<file path="src/rtl/prefetch_byte_queue.sv">
module prefetch_byte_queue #(
  parameter int DEPTH = 6,
  parameter int OFS_W = 16,
  parameter int ADDR_W = 20,
  parameter logic [OFS_W-1:0] RESET_OFS = '0
) (
  input  logic              clk,
  input  logic              rst_n,
  input  logic [OFS_W-1:0]  code_seg,
  input  logic              jump,
  input  logic [OFS_W-1:0]  jump_ofs,
  input  logic              opnd_pending,
  output logic              fetch_req,
  output logic [ADDR_W-1:0] fetch_addr,
  output logic              fetch_single,
  input  logic              fetch_gnt,
  input  logic              fetch_rdy,
  input  logic [15:0]       fetch_word,
  output logic              byte_valid,
  output logic [7:0]        byte_data,
  input  logic              byte_take
);
  localparam int CNT_W = $clog2(DEPTH + 1);
  localparam int PTR_W = $clog2(DEPTH);
  localparam int SEG_SHIFT = ADDR_W - OFS_W;

  logic [7:0]       mem [DEPTH];
  logic [PTR_W-1:0] rd_ptr, wr_ptr;
  logic [CNT_W-1:0] count;
  logic [OFS_W-1:0] ofs;
  logic             busy, drop, single_q;

  function automatic logic [PTR_W-1:0] step_ptr(input logic [PTR_W-1:0] p);
    return (p == PTR_W'(DEPTH - 1)) ? '0 : p + 1'b1;
  endfunction

  wire take_ok = byte_take && (count != '0) && !jump;
  wire rsp_ok  = fetch_rdy && busy && !drop && !jump;
  wire issue   = fetch_req && fetch_gnt;
  wire [CNT_W-1:0] n_in = rsp_ok ? (single_q ? CNT_W'(1) : CNT_W'(2)) : '0;
  wire [7:0] first_b = single_q ? fetch_word[15:8] : fetch_word[7:0];

  assign fetch_req    = !busy && !opnd_pending && !jump && (count <= CNT_W'(DEPTH - 2));
  assign fetch_addr   = (ADDR_W'(code_seg) << SEG_SHIFT) + ADDR_W'(ofs);
  assign fetch_single = ofs[0];
  assign byte_valid   = (count != '0);
  assign byte_data    = mem[rd_ptr];

  always_ff @(posedge clk) begin
    if (rsp_ok) begin
      mem[wr_ptr] <= first_b;
      if (!single_q) mem[step_ptr(wr_ptr)] <= fetch_word[15:8];
    end
  end

  always_ff @(posedge clk) begin
    if (!rst_n) begin
      rd_ptr <= '0;
      wr_ptr <= '0;
      count  <= '0;
    end else if (jump) begin
      rd_ptr <= '0;
      wr_ptr <= '0;
      count  <= '0;
    end else begin
      if (take_ok) rd_ptr <= step_ptr(rd_ptr);
      if (rsp_ok) wr_ptr <= single_q ? step_ptr(wr_ptr) : step_ptr(step_ptr(wr_ptr));
      count <= count + n_in - CNT_W'(take_ok);
    end
  end

  always_ff @(posedge clk) begin
    if (!rst_n) begin
      ofs      <= RESET_OFS;
      busy     <= 1'b0;
      drop     <= 1'b0;
      single_q <= 1'b0;
    end else begin
      if (jump) ofs <= jump_ofs;
      else if (issue) ofs <= ofs + (ofs[0] ? OFS_W'(1) : OFS_W'(2));
      if (issue) begin
        busy     <= 1'b1;
        single_q <= ofs[0];
      end else if (fetch_rdy && busy) begin
        busy <= 1'b0;
      end
      if (fetch_rdy && busy) drop <= 1'b0;
      else if (jump && busy) drop <= 1'b1;
    end
  end

  AST_NO_OVERFLOW: assert property (@(posedge clk) disable iff (!rst_n)
    count <= CNT_W'(DEPTH));
  AST_OPND_FIRST: assert property (@(posedge clk) disable iff (!rst_n)
    opnd_pending |-> !fetch_req);
  AST_ONE_OUTSTANDING: assert property (@(posedge clk) disable iff (!rst_n)
    issue |=> !fetch_req);
  AST_FLUSH_EMPTIES: assert property (@(posedge clk) disable iff (!rst_n)
    jump |=> !byte_valid);
  AST_EMPTY_TAKE_IGNORED: assert property (@(posedge clk) disable iff (!rst_n)
    (byte_take && !byte_valid && !(fetch_rdy && busy)) |=> !byte_valid);
  AST_LOW_BYTE_FIRST: assert property (@(posedge clk) disable iff (!rst_n)
    (rsp_ok && !single_q && !byte_valid) |=> (byte_valid && byte_data == $past(fetch_word[7:0])));
  AST_ODD_STEP: assert property (@(posedge clk) disable iff (!rst_n)
    (issue && fetch_single && ofs != '1 && !jump) ##1 $stable(code_seg)
      |-> fetch_addr == $past(fetch_addr) + 1'b1);
  AST_DROP_STORES_NOTHING: assert property (@(posedge clk) disable iff (!rst_n)
    (fetch_rdy && drop && !byte_take) |=> $stable(byte_valid));
endmodule

</file>
<file path="config.mk">
export PLATFORM = sky130hd
export DESIGN_NAME = prefetch_byte_queue
export DESIGN_NICKNAME = d
export VERILOG_FILES = /design/src/rtl/prefetch_byte_queue.sv
export SDC_FILE = /design/constraint.sdc
export NUM_CORES = 1
export LEC_CHECK = 0
export ABC_CLOCK_PERIOD_IN_PS = 4300
export CAP_MARGIN = 20
export CELL_PAD_IN_SITES_DETAIL_PLACEMENT = 1
export CELL_PAD_IN_SITES_GLOBAL_PLACEMENT = 2
export CORE_ASPECT_RATIO = 0.5
export CORE_MARGIN = 4
export CORE_UTILIZATION = 30
export DETAILED_ROUTE_END_ITERATION = 7
export PLACE_DENSITY = 0.8
export SYNTH_ARGS = -nofsm -noshare
export SYNTH_HDL_FRONTEND = slang
export SYNTH_SLANG_ARGS = --single-unit
</file>
<file path="constraint.sdc">
create_clock -name clk -period 4.3 [get_ports clk]
set_clock_uncertainty 0.2 [all_clocks]
set_input_delay 0.43 -clock clk [delete_from_list [all_inputs] [get_ports clk]]
set_output_delay 0.43 -clock clk [all_outputs]
set_load 0.01 [all_outputs]
</file>
---- After elaboration in Yosys (flattened, before gate mapping) ----
Memory sizes are Yosys's and may differ from the RTL's. A register that Yosys moved wholly into a read port is not among the register bits.
Cells that the tools add are included.
cells by class
  add/sub/neg operators ................... 7
  multipliers ............................. 0
  divide/modulo/power cells ............... 0
  order comparisons ....................... 1
  eq/ne operators ......................... 3
  shift operators ......................... 0
  multiplexer cells ....................... 19
  bitwise logic cells ..................... 1
  reductions and logical operators ........ 19
operators by type and width
  operator               count
  $mux W16               2
  $add A20 B16 Y20       1
  $mux W3                6
  $add A16 B2 Y16        1
  $logic_and A1 B1 Y1    10
  $add A3 B1 Y3 const B  3
  $eq A3 B3 Y1 const B   3
  $mux W8                1
  $mux W1                7
  $mux W2                3
  $logic_not A1 Y1       4
  $reduce_bool A2 Y1     2
  $reduce_or A2 Y1       2
  $add A3 B2 Y3          1
  $le A3 B3 Y1 const B   1
  $reduce_bool A3 Y1     1
  $sub A3 B1 Y3          1
  $not A1 Y1             1
word-level totals
  bits in registers ....................... 28
  bits in latches ......................... 0
  RAM bits ................................ 48
  ROM bits ................................ 0
  bits of input ports ..................... 55
  output and inout port bits .............. 31
  word-level logic and storage cells ...... 58
  memories kept ........................... 1
memory list
  memory  words  width  rd ports  clocked after Yosys merged registers in  write ports  RTL line  text
  mem     6      8      1         1                                        2            27        logic [7:0] mem [DEPTH];

---- Longest topological paths before layout ----
  word-level depth ........................ 7
  gate-level depth with buffers ........... 9

---- Least setup slack after synthesis ----
Ideal clock, no wire load.
  path type ............................... in2out
  from .................................... input code_seg[0]
  to ...................................... output fetch_addr[14]
  arrival ................................. 1977 ps
  required time ........................... 3670 ps
  setup slack ............................. 1693 ps
  stages on the path ...................... 7
  path buffers ............................ 0
  cells stage by stage .................... ha_1 -> fa_1 -> a21o_1 -> nand3_1 -> a31oi_1 -> a311oi_1 -> xnor2_1
on the way
  longest elaborated chain between the ends .. 1
ends and longest elaborated chain
  what              RTL line  text
  from (decl)       9         input logic [OFS_W-1:0] code_seg,
  $add A20 B16 Y20  44        assign fetch_addr = (ADDR_W'(code_seg) << SEG_SHIFT) + ADDR_W'(ofs);
  to (decl)         14        output logic [ADDR_W-1:0] fetch_addr,
Every way passes these cells.

---- Worst setup path after layout ----
Same ends and word-level chain as after synthesis.

==> flow_summary.json <==
{
  "path_cells": "clkdlybuf4s50_1 -> ha_1 -> fa_1 -> a21o_1 -> nand3_1 -> a31oi_1 -> a311oi_1 -> xnor2_1 -> clkdlybuf4s50_1",
  "grt_pass1_vias": 3861,
  "cts_made_buffers": 9,
  "grt_util_all_layers": 0.144,
  "routed_wirelength_um": 12800,
  "synth_edf_count": 48,
  "detailed_place_hpwl_um": 9200,
  "drc": 0,
  "min_period_ns": 3.68,
  "path_buf_inv": 2,
  "worstPathArrival_ns": 3.05,
  "synth_area_per_cell_um2": 11.1,
  "holdPathStages": 2,
  "syn_to_final_growth_pct": 28.6,
  "cp_slowest_stage_delay_ns": 0.55,
  "syn-num-nets": 502,
  "cts-resized-gates": 0,
  "async_flop_share": 0,
  "antenna_found_initial": 0,
  "synth_cell_types": 64,
  "crit_path_frequent_cell": "clkdlybuf4s50_1",
  "end_kind": "output pin",
  "overflow": 0,
  "clkLatencyLatePin_ns": 0.34,
  "grt_max_degree": 23,
  "path_class": "input pin to output pin",
  "clock.fmax_mhz": 272,
  "crit_family": "buffers and inverters",
  "cp_max_fo": 3,
  "cts.reportedPaths.clkPinSlew_ns": 0.05,
  "rsz0062_at_grt": "no",
  "synth_ff_type": "edfxtp_1",
  "tns_ns": 0,
  "fin_util": 0.396,
  "dieArea_um2": 18000,
  "worst_slew_pin_slew_ns": 0.978,
  "ys_seq_area_frac": 0.434,
  "critPathRequiredTime_ns": 3.67,
  "vias": 3639,
  "num_antenna_cells": 0,
  "grt_pass1_wl_um": 20600,
  "cts_sinks": 79,
  "ir_drop_mv": 0.166,
  "slew_headroom": 0.345,
  "ant_nets": 0,
  "p_leak_nw": 2.20,
  "drtIter0Drc": 142,
  "p_total_mw": 1.95,
  "setup_viol_count_final": 0,
  "final_area_um2": 6110,
  "drv_cap": 0,
  "cts-htree-levels": 3,
  "drive_above_1_share": 0.192,
  "synth.yosys.warnings": 0,
  "place_congestion": 0.819,
  "synth_seq_cells": 79,
  "hold_viol": 0,
  "fin_nets": 583,
  "die_y_um": 97.0,
  "die_x_um": 186,
  "place_area_um2": 5790,
  "rr_worst_depth": 7,
  "rows": 32,
  "clock-root-buffer": "clkbuf_16",
  "wl_per_cell_um": 17.8,
  "dr.pass1.iters": 4,
  "start_util": 0.308,
  "cts_tree": "built",
  "hold_path_class": "flop to flop",
  "viasPerCell": 5.06,
  "crit_path_start_kind": "input pin",
  "syn_inst": 429,
  "placed_cells": 703,
  "io_buffers": 85,
  "finalMaxSlewViolations": 0,
  "period_share": 0.856,
  "p_per_area_nw_per_um2": 318,
  "slowest_stage": "clkdlybuf4s50_1",
  "io_pins": 86,
  "worstSetupPathDepth": 9,
  "cts_buffer_depth": 2,
  "synth_area_um2": 4750,
  "cts_hold_buf": 0,
  "core_um2": 15500,
  "cts_setup_buffers": 0,
  "status": "finished clean",
  "fin_cells": 719
}
per-stage QoR:
step                      setup WS [ns]  hold slack, ns
after global routing              0.461           0.335
after detailed placement          0.626           0.290
after global placement            0.596           0.278
after CTS                         0.597           0.298
after floorplan                    1.69           0.262
final                             0.618           0.294
Yosys cell counts, types with 8 or more instances:
library cell   n  area, µm²
mux2i_1       11        110
mux2_2        50        563
xnor2_1        9       78.8
xor2_1        10       87.6
nor2_1        35        131
inv_1         10       37.5
a21oi_1       27        135
mux4_2         8        180
dfxtp_1       31        621
nand2_1       34        128
a21boi_0      10       75.1
edfxtp_1      48       1440
ha_1          16        200
o21ai_0       13       65.1
cell families (layout without fill, tap and decap cells):
family / after synthesis / count (layout) / share of synthesized area
AND/OR/NAND/NOR: 115 / 115 / 0.125
AO/OA/AOI/OAI: 96 / 96 / 0.141
flip-flops: 79 / 79 / 0.434
multiplexers: 70 / 70 / 0.183
buffers and inverters: 32 / 118 / 0.0321
XOR/XNOR: 19 / 19 / 0.0350
adder cells (fa/ha/maj): 18 / 18 / 0.0505
final timing paths:
check	startpoint	to	slack [ns]
hold reg to reg	rd_ptr[2]	rd_ptr[2]	0.29
setup / recovery	code_seg[0]	fetch_addr[14]	0.62
setup reg to reg	busy	count[1]	1.87
hold / removal	rd_ptr[2]	rd_ptr[2]	0.29
cell type report:
| cell class | instances | area (µm²) |
|---|---|---|
| clock inverter | 7 | 95.1 |
| timing repair buffer | 91 | 896 |
| tap | 204 | 255 |
| inverter | 11 | 41.3 |
| fill | 1736 | 9340 |
| multi-input combinational | 318 | 2540 |
| clock buffer | 9 | 225 |
| sequential | 79 | 2060 |
sequential cells by signal (all words and copies together) (netlist names), named ones only:
register  flops
busy          1
rd_ptr        3
mem          48
ofs          16
wr_ptr        3
count         3
drop          1
single_q      1
metal layers:
metal,part of all wire,global-route usage,vias to the layer above
met4,0.0034,0.0185,0
met1,0.46,0.177,1786
met5,0,0,-
met3,0.060,0.0563,4
li1,-,-,1775
met2,0.48,0.248,74
cells in the final DEF, fill, tap and decap left out, types with 7 or more instances in the layout:
cell type        count
clkbuf_16            9
a21boi_0            10
dfxtp_1             31
xor2_1              10
nor2_1              35
inv_1               10
mux2_2              50
ha_1                16
mux2i_1             11
o21ai_0             13
nand2_1             34
clkdlybuf4s50_1     85
xnor2_1              9
and3_1               7
edfxtp_1            48
mux4_2               8
a21oi_1             27
report_power, final:
group / switching [mW] / total [mW] / internal (mW)
registers: 0.0170 / 0.831 / 0.815
logic: 0.131 / 0.294 / 0.163
clock network: 0.311 / 0.821 / 0.510
total: 0.459 / 1.95 / 1.49
tightest hold or removal path, cell delays in order, from the launching register on:
cell     delay [ns]
dfxtp_1        0.31
nand2_1        0.07
a21oi_1        0.06
Power figures use the tool's default switching activity.
